### src/rtl/tx7_serializer.sv
module tx7_serializer #(
  parameter logic [6:0] CLK_PATTERN = 7'b1100011
) (
  input  logic        clk_bit,
  input  logic        shdn_n,
  input  logic        pix_clk,
  input  logic        cap_rise,
  input  logic [27:0] din,
  output logic [3:0]  lane_out,
  output logic        clk_lane
);
  localparam int LANES = 4;
  localparam int SLOTS = 7;
  localparam int SW    = $clog2(SLOTS);
  localparam logic [SW-1:0] LAST = SW'(SLOTS - 1);

  localparam int MAP [0:LANES-1][0:SLOTS-1] = '{
    '{0, 1, 2, 3, 4, 6, 7},
    '{8, 9, 12, 13, 14, 15, 18},
    '{19, 20, 21, 22, 24, 25, 26},
    '{27, 5, 10, 11, 16, 17, 23}
  };

  logic                       pix_q;
  logic [27:0]                cap;
  logic                       cap_valid;
  logic [SW-1:0]              slot;
  logic [LANES-1:0][SLOTS-1:0] sreg;
  logic [LANES-1:0][SLOTS-1:0] mapped;
  logic [SLOTS-1:0]           csreg;
  logic                       armed;

  wire cap_edge  = cap_rise ? (pix_clk & ~pix_q) : (~pix_clk & pix_q);
  wire frame_end = (slot == LAST);

  for (genvar l = 0; l < LANES; l++) begin : g_lane
    for (genvar k = 0; k < SLOTS; k++) begin : g_bit
      assign mapped[l][k] = cap[MAP[l][k]];
    end
    assign lane_out[l] = shdn_n & armed & sreg[l][SLOTS-1];
  end

  assign clk_lane = shdn_n & armed & csreg[SLOTS-1];

  always_ff @(posedge clk_bit or negedge shdn_n) begin
    if (!shdn_n) begin
      pix_q     <= 1'b0;
      cap       <= '0;
      cap_valid <= 1'b0;
      slot      <= '0;
      sreg      <= '0;
      csreg     <= '0;
      armed     <= 1'b0;
    end else begin
      pix_q <= pix_clk;
      if (cap_edge) begin
        cap       <= din;
        cap_valid <= 1'b1;
      end
      slot <= frame_end ? '0 : slot + 1'b1;
      if (frame_end) begin
        sreg  <= mapped;
        csreg <= CLK_PATTERN;
        armed <= armed | cap_valid;
      end else begin
        for (int l = 0; l < LANES; l++) sreg[l] <= {sreg[l][SLOTS-2:0], 1'b0};
        csreg <= {csreg[SLOTS-2:0], 1'b0};
      end
    end
  end

  AST_FRAME_WRAP: assert property (@(posedge clk_bit) disable iff (!shdn_n)
    frame_end |=> (slot == '0));
  AST_CLK_HIGH_FIRST: assert property (@(posedge clk_bit) disable iff (!shdn_n)
    (armed && slot == '0) |-> clk_lane);
  AST_CLK_LOW_MID: assert property (@(posedge clk_bit) disable iff (!shdn_n)
    (armed && slot == SW'(2)) |-> !clk_lane);
  AST_IDLE_QUIET: assert property (@(posedge clk_bit) disable iff (!shdn_n)
    !armed |-> (lane_out == '0 && !clk_lane));
  AST_SHUTDOWN_LOW: assert property (@(posedge clk_bit)
    !shdn_n |-> (lane_out == '0 && !clk_lane));
  AST_CAPTURE_HOLD: assert property (@(posedge clk_bit) disable iff (!shdn_n)
    !cap_edge |=> $stable(cap));
endmodule

### config.mk
export PLATFORM = sky130hd
export DESIGN_NAME = tx7_serializer
export DESIGN_NICKNAME = d
export VERILOG_FILES = /design/src/rtl/tx7_serializer.sv
export SDC_FILE = /design/constraint.sdc
export NUM_CORES = 1
export LEC_CHECK = 0
export BUFFER_PORTS_ARGS = -buffer_cell sky130_fd_sc_hd__buf_2
export CORE_ASPECT_RATIO = 0.75
export CORE_UTILIZATION = 29
export CTS_CLUSTER_SIZE = 20
export DETAILED_ROUTE_END_ITERATION = 7
export HOLD_SLACK_MARGIN = 0.02
export SLEW_MARGIN = 20
export SYNTH_ARGS = -nofsm -noshare
export SYNTH_HDL_FRONTEND = slang
export SYNTH_SLANG_ARGS = --single-unit
### constraint.sdc
create_clock -name clk_bit -period 1.8 [get_ports clk_bit]
set_clock_uncertainty 0.2 [all_clocks]
set_input_delay 0.36 -clock clk_bit [delete_from_list [all_inputs] [get_ports clk_bit]]
set_output_delay 0.36 -clock clk_bit [all_outputs]
set_load 0.005 [all_outputs]
# After elaboration in Yosys (flattened, before gate mapping)
# Cells that the tools add are included.
# Widths: inputs -> output; s select.
# op_classes
n_mux	4
bitwise	11
add_sub_neg	1
eq_ne	1
# op_table
cell	n
$mux 28	1
$and 1x1->1	8
$mux 7	1
$add 3x1->3 const B	1
$eq 3x3->1 const B	1
$mux 3	1
$not 1->1	2
$mux 1	1
$or 1x1->1	1
# word_totals
regBits	69
wordCells	27
input_bits	32

# Depth between registers and ports, before layout
# Gate-level depths: netlist (run 1).
# logic_depth
depth_word	3
depth_mapped	6

# Worst setup path after synthesis (run 1)
# No wires, ideal clock.
# synth_path
path_kind	input port to flip-flop
startpoint	input pix_clk
endpoint	register cap[13]
setup_ps	151
t_arrival_ps	1174
path_buffers	3
path_slack_ps	275
path_stages	6
path_cell_list	buf_4 > or2_1 > buf_6 > buf_8 > o22ai_2 > a211oi_2
# synth_via
elab_chain_cells	3
elab_cells_between_ends	4
# synth_rtl
element	line_no	rtl
start: declaration	6	input logic pix_clk,
$not 1->1	33	wire cap_edge = cap_rise ? (pix_clk & ~pix_q) : (~pix_clk & pix_q);
$and 1x1->1	33	
$mux 1 (*)	33	
end signal: assignment	57	cap <= din;
end: declaration	25	logic [27:0] cap;
# Mark *: on every way between the ends. The rest lies on a longest branch, timed or not.
# A chain may end at the register's enable or synchronous reset.

# Worst setup path in the final report (run 1)
# layout_path
startpoint	register armed
endpoint	output lane_out[1]
# layout_via
elab_chain_cells	2
# layout_rtl
element	line_no	rtl
start: declaration	31	logic armed;
start signal: assignment	64	armed <= armed | cap_valid;
$and 1x1->1 (2 in series)	40	assign lane_out[l] = shdn_n & armed & sreg[l][SLOTS-1];
end: declaration	9	output logic [3:0] lane_out,
# No other way between the ends.

==> out/metrics.yaml, run 1 <==
placement:
  port-buffer-count: 36
  hpwl_mm: 4.84
  placed_area_um2: 3660
  gp_congestion: 0.703
global_route:
  gr-usage-met3: 0.0448
  grtUsageMet1: 0.181
  grt_util_met2: 0.230
  grt.total_usage: 0.143
  grt_pass1_vias: 2364
  grt_max_degree: 49
  overflow: 0
  busiest_layer: "met2"
  grt_pass1_wl_mm: 12.5
  antenna_found_initial: 0
yosys:
  ys_seq_area_frac: 0.524
  netlist_area_um2: 3300
  synth_compound_area_frac: 0.266
  synth_mux_area_frac: 0.0850
  ys_ff_latch: 69
  synth_top_family_by_area: "compound AO/OA/AOI/OAI gates"
  synthCells: 264
  yosysUniqueCellTypes: 32
  ys_warn_count: 0
  synth_xor_area_frac: 0
  synth-adder-area-share: 0
  synth-simple-area-share: 0.0770
  postSynthAreaPerCell_um2: 12.5
  synth_nets: 296
routing:
  drtIter0Drc: 85
  post_drt_wl_per_cell_um: 17.3
  ant_nets: 0
  drc: 4
  wl_mm: 7.79
  routed-via-count: 2372
  viasPerCell: 5.27
  firstDrtPassIters: 6
timing:
  finalCriticalPeriod_ns: 1.71
  timing_hold_violations_final: 0
  final.setup.tns_ns: 0
  tightestPinTransition_ns: 0.574
  fmax_ghz: 0.584
  rsz0062_at_grt: "false"
  slew_headroom: 0.617
  post-route-period-util: 0.951
  drv_slew: 0
  timing.hold.ws_ns: 0.0274
  setup_viol: 0
finish:
  finalInstanceArea_um2: 4010
  multiInputGateArea_um2: 1410
  fin_nets: 337
  final_common_cell: "dfrtp_1"
  drive_gt1_frac: 0.390
  regArea_um2: 1730
  antennaDiodeCount: 0
  area_growth_pct: 21.6
  most-common-layout-cells: "dfrtp_1, buf_2, o32ai_1, nor2_1"
  utilization: 0.365
  fillerInstances: 1101
setup_path:
  worst-path-buf-inv: 1
  max_stage_delay_ns: 0.49
  path_max_fanout: 6
  cp.arrival_ns: 1.15
  worst_setup_path_end_kind: "primary output"
  cp_slowest_cell: "dfrtp_1"
  cp-startpoint: "armed$_DFFE_PN0N_"
  crit_chain: "and3_1, buf_2"
  setup.worst_path.class: "register to primary output"
  required_ns: 1.24
  startpoint_type: "register"
  cp_top_family: "flip-flops"
  reg2reg_from: "slot[0]$_DFF_PN0_"
power_and_ir_drop:
  power.total_mw: 4.45
  powerDensity_nw_per_um2: 1110
  irDropWorstVdd_v: 0.000468
  p_leak_nw: 1.55
clocking:
  cts_tree: "done"
  cts_made_buffers: 9
  clock_sinks: 69
  cts_buffer_depth: 2
  cts_setup_buffers: 0
  clk_pin_slew_worst_paths_ns: 0.05
  htreeDepth: 3
  root_buffer: "clkbuf_16"
  worstSkewPairLatency_ns: 0.33
floorplanning:
  start_util: 0.300
  dieArea_um2: 11800
  die_w_um: 125
  num_io_pins: 37
  rows: 33
  die_y_um: 94.3
  core_um2: 11000
min_path:
  hp-class: "input port to async pin"
outcome:
  violations: "design-rule violations"
  status: "finished with violations"
flow_run:
  maxCapViolCount: 0
[layer usage]
layer | wire length [um] | up-vias
met5 | 0 | -
met4 | 51 | 0
met3 | 320 | 5
met2 | 3710 | 55
met1 | 3710 | 1207
li1 | - | 1105
[state kept, by name (all words and copies together) (netlist names)]
name / flops
cap: 28
slot: 3
sreg: 28
armed: 1
cap_valid: 1
pix_q: 1
csreg: 7
[Yosys cell counts (all sizes together)]
cell type / number / area share
dfrtp: 69 / 0.52
o22ai: 28 / 0.085
a211oi: 25 / 0.083
nor2: 25 / 0.028
o32ai: 25 / 0.066
mux2: 24 / 0.082
buf: 18 / 0.037
and2: 7 / 0.013
clkbuf: 6 / 0.0068
and3: 5 / 0.0095
a21oi: 4 / 0.0061
inv: 4 / 0.0046
nand2b: 4 / 0.0076
nand3b: 4 / 0.0091
a211o: 3 / 0.0080
nand2: 3 / 0.0042
o311ai: 3 / 0.0080
a21o: 2 / 0.0049
mux2i: 1 / 0.0030
nand3: 1 / 0.0030
o21ai: 1 / 0.0015
o221ai: 1 / 0.0027
or2: 1 / 0.0019
[what timing repair did]
action                                  in CTS  in global routing
resized for setup                            0                  0
hold buffers                                 2                  0
hold endpoints to repair                     6                  0
endpoints found under the setup margin       0                  0
[logic make-up (layout without fill, tap and decap cells)]
logic type,Yosys count,count (layout)
AO/OA/AOI/OAI,92,92
AND/OR/NAND/NOR,50,50
flip-flops,69,69
buffers and inverters,28,74
multiplexers,25,25
[per-stage QoR]
step / setup slack [ns] / instances
after floorplan: 0.275 / 264
after global placement: 0.131 / 432
after detailed placement: 0.0764 / 432
after CTS: 0.0348 / 450
after global routing: 0.00399 / 450
final: 0.0887 / 450
[area by class of cell]
cell class	instances	share of cell area
inverters	4	0.00374
repair buffers	54	0.0892
well taps	140	0.0437
multi-input cells	167	0.352
clock inverters	6	0.0215
clock buffers	10	0.0596
flip-flops and latches	69	0.431
[path summary, 6_finish.rpt]
kind                                      end  cells after the start  slack [ns]
min reg2reg                csreg[6]$_DFF_PN0_                      1        0.23
max                               lane_out[1]                      2        0.09
min in group clk_bit          pix_q$_DFF_PN0_                      1        0.08
max reg2reg                 sreg[8]$_DFF_PN0_                      5        0.15
max in group asynchronous   sreg[0]$_DFF_PN0_                      3        0.63
min                        csreg[1]$_DFF_PN0_                      2        0.03
[where the power goes]
part | internal (mW) | switching, mW
combinational | 0.319 | 0.295
sequential | 1.79 | 0.169
clock | 1.25 | 0.640
total | 3.35 | 1.10
Note: power is estimated with default switching activity, not from simulation.
==> inputs of run 2 (changes only) <==
--- a/config.mk
+++ b/config.mk
@@ -5,12 +5,16 @@
 export SDC_FILE = /design/constraint.sdc
 export NUM_CORES = 1
 export LEC_CHECK = 0
+export ABC_AREA = 1
 export BUFFER_PORTS_ARGS = -buffer_cell sky130_fd_sc_hd__buf_2
+export CELL_PAD_IN_SITES_DETAIL_PLACEMENT = 1
+export CELL_PAD_IN_SITES_GLOBAL_PLACEMENT = 2
 export CORE_ASPECT_RATIO = 0.75
 export CORE_UTILIZATION = 29
 export CTS_CLUSTER_SIZE = 20
 export DETAILED_ROUTE_END_ITERATION = 7
 export HOLD_SLACK_MARGIN = 0.02
+export PLACE_DENSITY_LB_ADDON = 0.1
 export SLEW_MARGIN = 20
 export SYNTH_ARGS = -nofsm -noshare
 export SYNTH_HDL_FRONTEND = slang
==> out/metrics.yaml, run 2 <==
routing:
  firstDrtPassIters: 6  # unchanged
  ant_nets: 0  # unchanged
  drc: 1  # -3
  routed-via-count: 1965  # -17%
  wl_mm: 5.98  # -23%
  drtIter0Drc: 51  # -40%
  post_drt_wl_per_cell_um: 13.1  # -24%
  viasPerCell: 4.32  # -18%
placement:
  gp_congestion: 0.671  # -4.7%
  hpwl_mm: 3.52  # -27%
  placed_area_um2: 2970  # -19%
  port-buffer-count: 36  # unchanged
power_and_ir_drop:
  powerDensity_nw_per_um2: 1110  # -0.32%
  irDropWorstVdd_v: 0.000496  # +6.0%
  p_leak_nw: 1.83  # +18%
floorplanning:
  num_io_pins: 37  # unchanged
  rows: 29  # -12%
  start_util: 0.305  # +0.00524
  dieArea_um2: 9480  # -20%
  die_y_um: 84.6  # -10%
  core_um2: 8640  # -21%
  die_w_um: 112  # -10%
clocking:
  cts_buffer_depth: 2  # unchanged
  cts_tree: "done"
  root_buffer: "clkbuf_16"
  cts_setup_buffers: 0  # unchanged
  clk_pin_slew_worst_paths_ns: 0.05  # about the same
  htreeDepth: 3  # unchanged
  worstSkewPairLatency_ns: 0.33  # about the same
  clock_sinks: 69  # unchanged
  cts_made_buffers: 9  # unchanged
yosys:
  synth_compound_area_frac: 0.00854  # -0.257
  synthCells: 286  # +8.3%
  synth_nets: 318  # +7.4%
  async_flop_share: 1.00  # unchanged
  postSynthAreaPerCell_um2: 9.22  # -26%
  synth_area_leaders: "dfrtp_1, nand2_1, nand3_1"
  yosysMostFrequentCell: "nand2_1"
  synth_mux_area_frac: 0  # -0.0850
  synth-simple-area-share: 0.278  # +0.200
  ys_warn_count: 0  # unchanged
  ys.flop_type: "dfrtp_1"
  ys_ff_latch: 69  # unchanged
  yosys.area.top_type: "dfrtp_1"
  synth-adder-area-share: 0  # unchanged
  synthTopCellsByCount: "nand2_1, dfrtp_1, nand3_1"
  netlist_area_um2: 2640  # -20%
  synth_xor_area_frac: 0  # unchanged
  synth-edff-count: 0  # unchanged
  synth.top_cell.area_share: 0.655  # +0.131
  ys_seq_area_frac: 0.655  # +0.131
  synth_top_family_by_area: "simple AND/OR/NAND/NOR gates"
  yosysUniqueCellTypes: 16  # -50%
timing:
  post-route-period-util: 0.921  # -0.0298
  fmax_ghz: 0.603  # +3.2%
  drv_slew: 0  # unchanged
  finalCriticalPeriod_ns: 1.66  # -0.0536 ns
  rsz0062_at_grt: "false"
  timing_hold_violations_final: 0  # unchanged
  slew_headroom: 0.746  # +0.129
  tightestPinTransition_ns: 0.381  # -0.193 ns
  final.setup.tns_ns: 0  # unchanged
  setup_viol: 0  # unchanged
outcome:
  violations: "design-rule violations"
  status: "finished with violations"
finish:
  area_growth_pct: 28.8
  fin_nets: 375  # +11%
  finalInstanceArea_um2: 3400  # -15%
  final_common_cell: "nand2_1"
  antennaDiodeCount: 0  # unchanged
  drive_gt1_frac: 0.179  # -0.212
  top_regs: "cap (28), sreg (28), csreg (7)"
  most-common-layout-cells: "nand2_1, dfrtp_1, buf_2"
global_route:
  antenna_found_initial: 0  # unchanged
  grt.total_usage: 0.148  # +0.00556
  overflow: 0  # unchanged
  grt_pass1_vias: 2089  # -12%
  grt_pass1_wl_mm: 10.5  # -16%
  grt_max_degree: 70  # +43%
setup_path:
  startpoint_type: "register"
  worst_setup_path_end_kind: "primary output"
  required_ns: 1.24  # about the same
  cp.arrival_ns: 1.10  # -0.05 ns
  setup.worst_path.class: "register to primary output"
  path_max_fanout: 5  # -1
flow_run:
  maxCapViolCount: 0  # unchanged
min_path:
  hp-class: "input port to register"
==> run 2: cell type report <==
class	count	area, um^2
Clock inverter	2	10.0
Tap cell	108	135
Inverter	19	71.3
Timing Repair Buffer	60	445
Sequential cell	69	1730
Clock buffer	13	250
Multi-Input combinational cell	184	759
Fill cell	1024	5240
==> run 2: kinds of logic after synthesis <==
family                 after synthesis
AND/OR/NAND/NOR                    180
flip-flops                          69
buffers and inverters               33
AO/OA/AOI/OAI                        4
==> run 2: through the flow <==
step / instances / worst slack, ns / total power, mW / utilization / hold slack (ns)
after global routing: 455 / 0.0344 / 3.98 / 0.394 / 0.0325
after detailed placement: 424 / 0.297 / 2.21 / 0.343 / 0.223
after global placement: 424 / 0.297 / 2.20 / 0.343 / 0.215
after floorplan: 286 / 0.494 / 2.05 / - / -0.136
after CTS: 455 / 0.109 / 3.84 / 0.392 / 0.0201
final: 455 / 0.142 / 3.76 / 0.394 / 0.0335
==> run 2: timing repair <==
item                       CTS  global route
setup endpoints to repair    0             1
hold buffers                16             0
hold endpoints to repair    84             0
gates resized for setup      0             3
==> run 2: metal layers <==
layer / wire [um] / part of all wire / global-route usage
met1: 2930 / 0.49 / 0.187
met2: 2730 / 0.46 / 0.231
met5: 0 / 0 / 0
met4: 34 / 0.0057 / 0.0400
met3: 292 / 0.049 / 0.0664
==> run 2: worst max-delay path, cell delays in order (launching register included) <==
cell and delay [ns]:
dfrtp_1 0.34, nand2_1 0.14, nor2_1 0.16, buf_2 0.13
==> run 2: final timing paths <==
kind	start	end	slack (ns)	cells past startpoint
setup / recovery	armed$_DFFE_PN0N_	lane_out[3]	0.14	3
hold / removal	din[26]	cap[26]$_DFFE_PN0P_	0.03	3
setup reg to reg	slot[1]$_DFF_PN0_	sreg[10]$_DFF_PN0_	0.37	6
hold reg to reg	csreg[5]$_DFF_PN0_	csreg[6]$_DFF_PN0_	0.24	1
max in group asynchronous	shdn_n	cap[12]$_DFFE_PN0P_	0.64	3
min in group asynchronous	shdn_n	sreg[5]$_DFF_PN0_	0.44	3
==> run 2: where the power goes <==
| part | leakage [nW] | internal, mW | total (mW) | switching [mW] |
|---|---|---|---|---|
| clock | 0.129 | 0.957 | 1.56 | 0.603 |
| combinational | 0.858 | 0.166 | 0.358 | 0.193 |
| sequential | 0.843 | 1.76 | 1.84 | 0.0864 |
| total | 1.83 | 2.88 | 3.76 | 0.882 |
==> inputs of run 3 (changes only) <==
--- a/config.mk
+++ b/config.mk
@@ -5,7 +5,6 @@
 export SDC_FILE = /design/constraint.sdc
 export NUM_CORES = 1
 export LEC_CHECK = 0
-export ABC_AREA = 1
 export BUFFER_PORTS_ARGS = -buffer_cell sky130_fd_sc_hd__buf_2
 export CELL_PAD_IN_SITES_DETAIL_PLACEMENT = 1
 export CELL_PAD_IN_SITES_GLOBAL_PLACEMENT = 2
@@ -15,6 +14,7 @@
 export DETAILED_ROUTE_END_ITERATION = 7
 export HOLD_SLACK_MARGIN = 0.02
 export PLACE_DENSITY_LB_ADDON = 0.1
+export RECOVER_POWER = 25
 export SLEW_MARGIN = 20
 export SYNTH_ARGS = -nofsm -noshare
 export SYNTH_HDL_FRONTEND = slang
==> constraint.sdc (replaced) <==
create_clock -name clk_bit -period 1.7 [get_ports clk_bit]
set_clock_uncertainty 0.2 [all_clocks]
set_input_delay 0.34 -clock clk_bit [delete_from_list [all_inputs] [get_ports clk_bit]]
set_output_delay 0.34 -clock clk_bit [all_outputs]
set_load 0.005 [all_outputs]
==> out/metrics.yaml, run 3 (same netlist as run 1, synthesis figures left out) <==
outcome:
  status: "completed"
clocking:
  worstSkewPairLatency_ns: 0.33  # about the same
  root_buffer: "clkbuf_16"
  clk_pin_slew_worst_paths_ns: 0.06  # about the same
  cts_setup_buffers: 0  # unchanged
  cts_made_buffers: 9  # unchanged
  cts_tree: "done"
  clock_sinks: 69  # unchanged
  cts_buffer_depth: 2  # unchanged
  htreeDepth: 3  # unchanged
finish:
  antennaDiodeCount: 0  # unchanged
  final_common_cell: "dfrtp_1"
  area_growth_pct: 23.4
  finalInstanceArea_um2: 4070  # +20%
  top_regs: "cap (28), sreg (28), csreg (7)"
  most-common-layout-cells: "dfrtp_1, buf_2, o32ai_1, nor2_1"
  drive_gt1_frac: 0.380  # +0.202
  fin_nets: 340  # -9.3%
  utilization: 0.370  # -0.0230
timing:
  post-route-period-util: 0.992
  setup_slack_ns: 0.0131  # -0.129 ns
  slew_headroom: 0.620  # -0.126
  fmax_ghz: 0.593
  timing.hold.ws_ns: 0.147  # +0.114 ns
  drv_slew: 0  # unchanged
  rsz0062_at_grt: "true"
  tightestPinTransition_ns: 0.570  # +0.189 ns
  timing_hold_violations_final: 0  # unchanged
  setup_viol: 0  # unchanged
  finalCriticalPeriod_ns: 1.69
setup_path:
  path_max_fanout: 6  # +1
  cp-startpoint: "armed$_DFFE_PN0N_"
  cp_slowest_cell: "dfrtp_2"
  cp_top_family: "flip-flops"
  crit_chain: "and3_4, buf_6"
  r2r_slack_ns: 0.08  # -0.29 ns
  worst-path-buf-inv: 1  # unchanged
  setup.worst_path.class: "register to primary output"
  rr_worst_depth: 5  # -1
  cp.depth: 2  # -1
  cp-endpoint: "lane_out[0]"
  worst_r2r_endpoint: "sreg[8]$_DFF_PN0_"
  worst_setup_path_end_kind: "primary output"
  required_ns: 1.16  # -0.08 ns
  cp.arrival_ns: 1.15  # +0.05 ns
  max_stage_delay_ns: 0.49  # +0.15 ns
  startpoint_type: "register"
  reg2reg_from: "slot[0]$_DFF_PN0_"
power_and_ir_drop:
  powerDensity_nw_per_um2: 1180  # +6.6%
  power.total_mw: 4.80  # +28%
  p_leak_nw: 1.58  # -14%
  irDropWorstVdd_v: 0.000442  # -11%
global_route:
  grt_pass1_wl_mm: 14.4  # +37%
  overflow: 0  # unchanged
  grt_pass1_vias: 2553  # +22%
  grt.total_usage: 0.166  # +0.0176
  grt_max_degree: 41  # -41%
  antenna_found_initial: 0  # unchanged
min_path:
  hp-class: "input port to register"
routing:
  wl_mm: 8.83  # +48%
  drtIter0Drc: 134  # +160%
  drc: 0  # -1
  post_drt_wl_per_cell_um: 19.5  # +48%
  routed-via-count: 2398  # +22%
  firstDrtPassIters: 6  # unchanged
  ant_nets: 0  # unchanged
  viasPerCell: 5.29  # +23%
placement:
  placed_area_um2: 3710  # +25%
  gp_congestion: 0.627  # -6.5%
  port-buffer-count: 36  # unchanged
  dpl_worst_slack_ns: 0.0166  # -0.280 ns
  hpwl_mm: 5.29  # +50%
floorplanning:
  num_io_pins: 37  # unchanged
  start_util: 0.300  # -0.00524
  core_um2: 11000  # +27%
  die_w_um: 125  # +12%
  rows: 33  # +14%
  die_y_um: 94.3  # +12%
  dieArea_um2: 11800  # +24%
flow_run:
  maxCapViolCount: 0  # unchanged
==> run 3: timing repair <==
item	4_1_cts	5_1_grt
hold buffers	3	0
pin swaps	0	1
endpoints found under the setup margin	5	7
endpoints found under the hold margin	31	0
resized for setup	1	4
==> run 3: layer usage <==
metal	vias up	GRT usage	part of all wire
met2	39	0.260	0.46
met3	7	0.0487	0.036
met1	1243	0.220	0.50
li1	1109	-	-
met5	-	0	0
met4	0	0.0549	0.0088
==> run 3: worst min-delay path by stage <==
stage / from / end / slack (ns) / cells after the start
final: din[19] / cap[19]$_DFFE_PN0P_ / 0.15 / 3
after global routing: din[23] / cap[23]$_DFFE_PN0P_ / 0.15 / 3
after detailed placement: shdn_n / csreg[6]$_DFF_PN0_ / 0.01 / 1
after global placement: shdn_n / csreg[6]$_DFF_PN0_ / 0.01 / 1
after floorplan: shdn_n / armed$_DFFE_PN0N_ / -0.16 / 0
after CTS: pix_clk / cap_valid$_DFFE_PN0P_ / 0.13 / 2
==> run 3: area by class of cell <==
cell class              instances  area, um^2
fillers                      1185        6910
flip-flops and latches         69        1730
multi-input cells             167        1420
repair buffers                 57         408
clock buffers                  12         256
well taps                     140         175
clock inverters                 4        70.1
inverters                       4        15.0
==> run 3: where the power goes <==
part | internal [mW] | switching (mW)
Sequential | 1.89 | 0.186
Combinational | 0.353 | 0.321
Clock | 1.36 | 0.691
Total | 3.60 | 1.20
==> run 3: worst register-to-register path: cells and delay by family, from the launching register on <==
kind                   cells  cell delay (ns)
muxes                      1             0.38
DFF                        1             0.39
and+or+nand+nor            1             0.10
buffers and inverters      3             0.42
==> run 3: through the flow <==
step | TNS, ns | cells
after floorplan | 0 | 264
after global placement | 0 | 434
after detailed placement | 0 | 434
after CTS | 0 | 453
after global routing | -0.107 | 453
final | 0 | 453
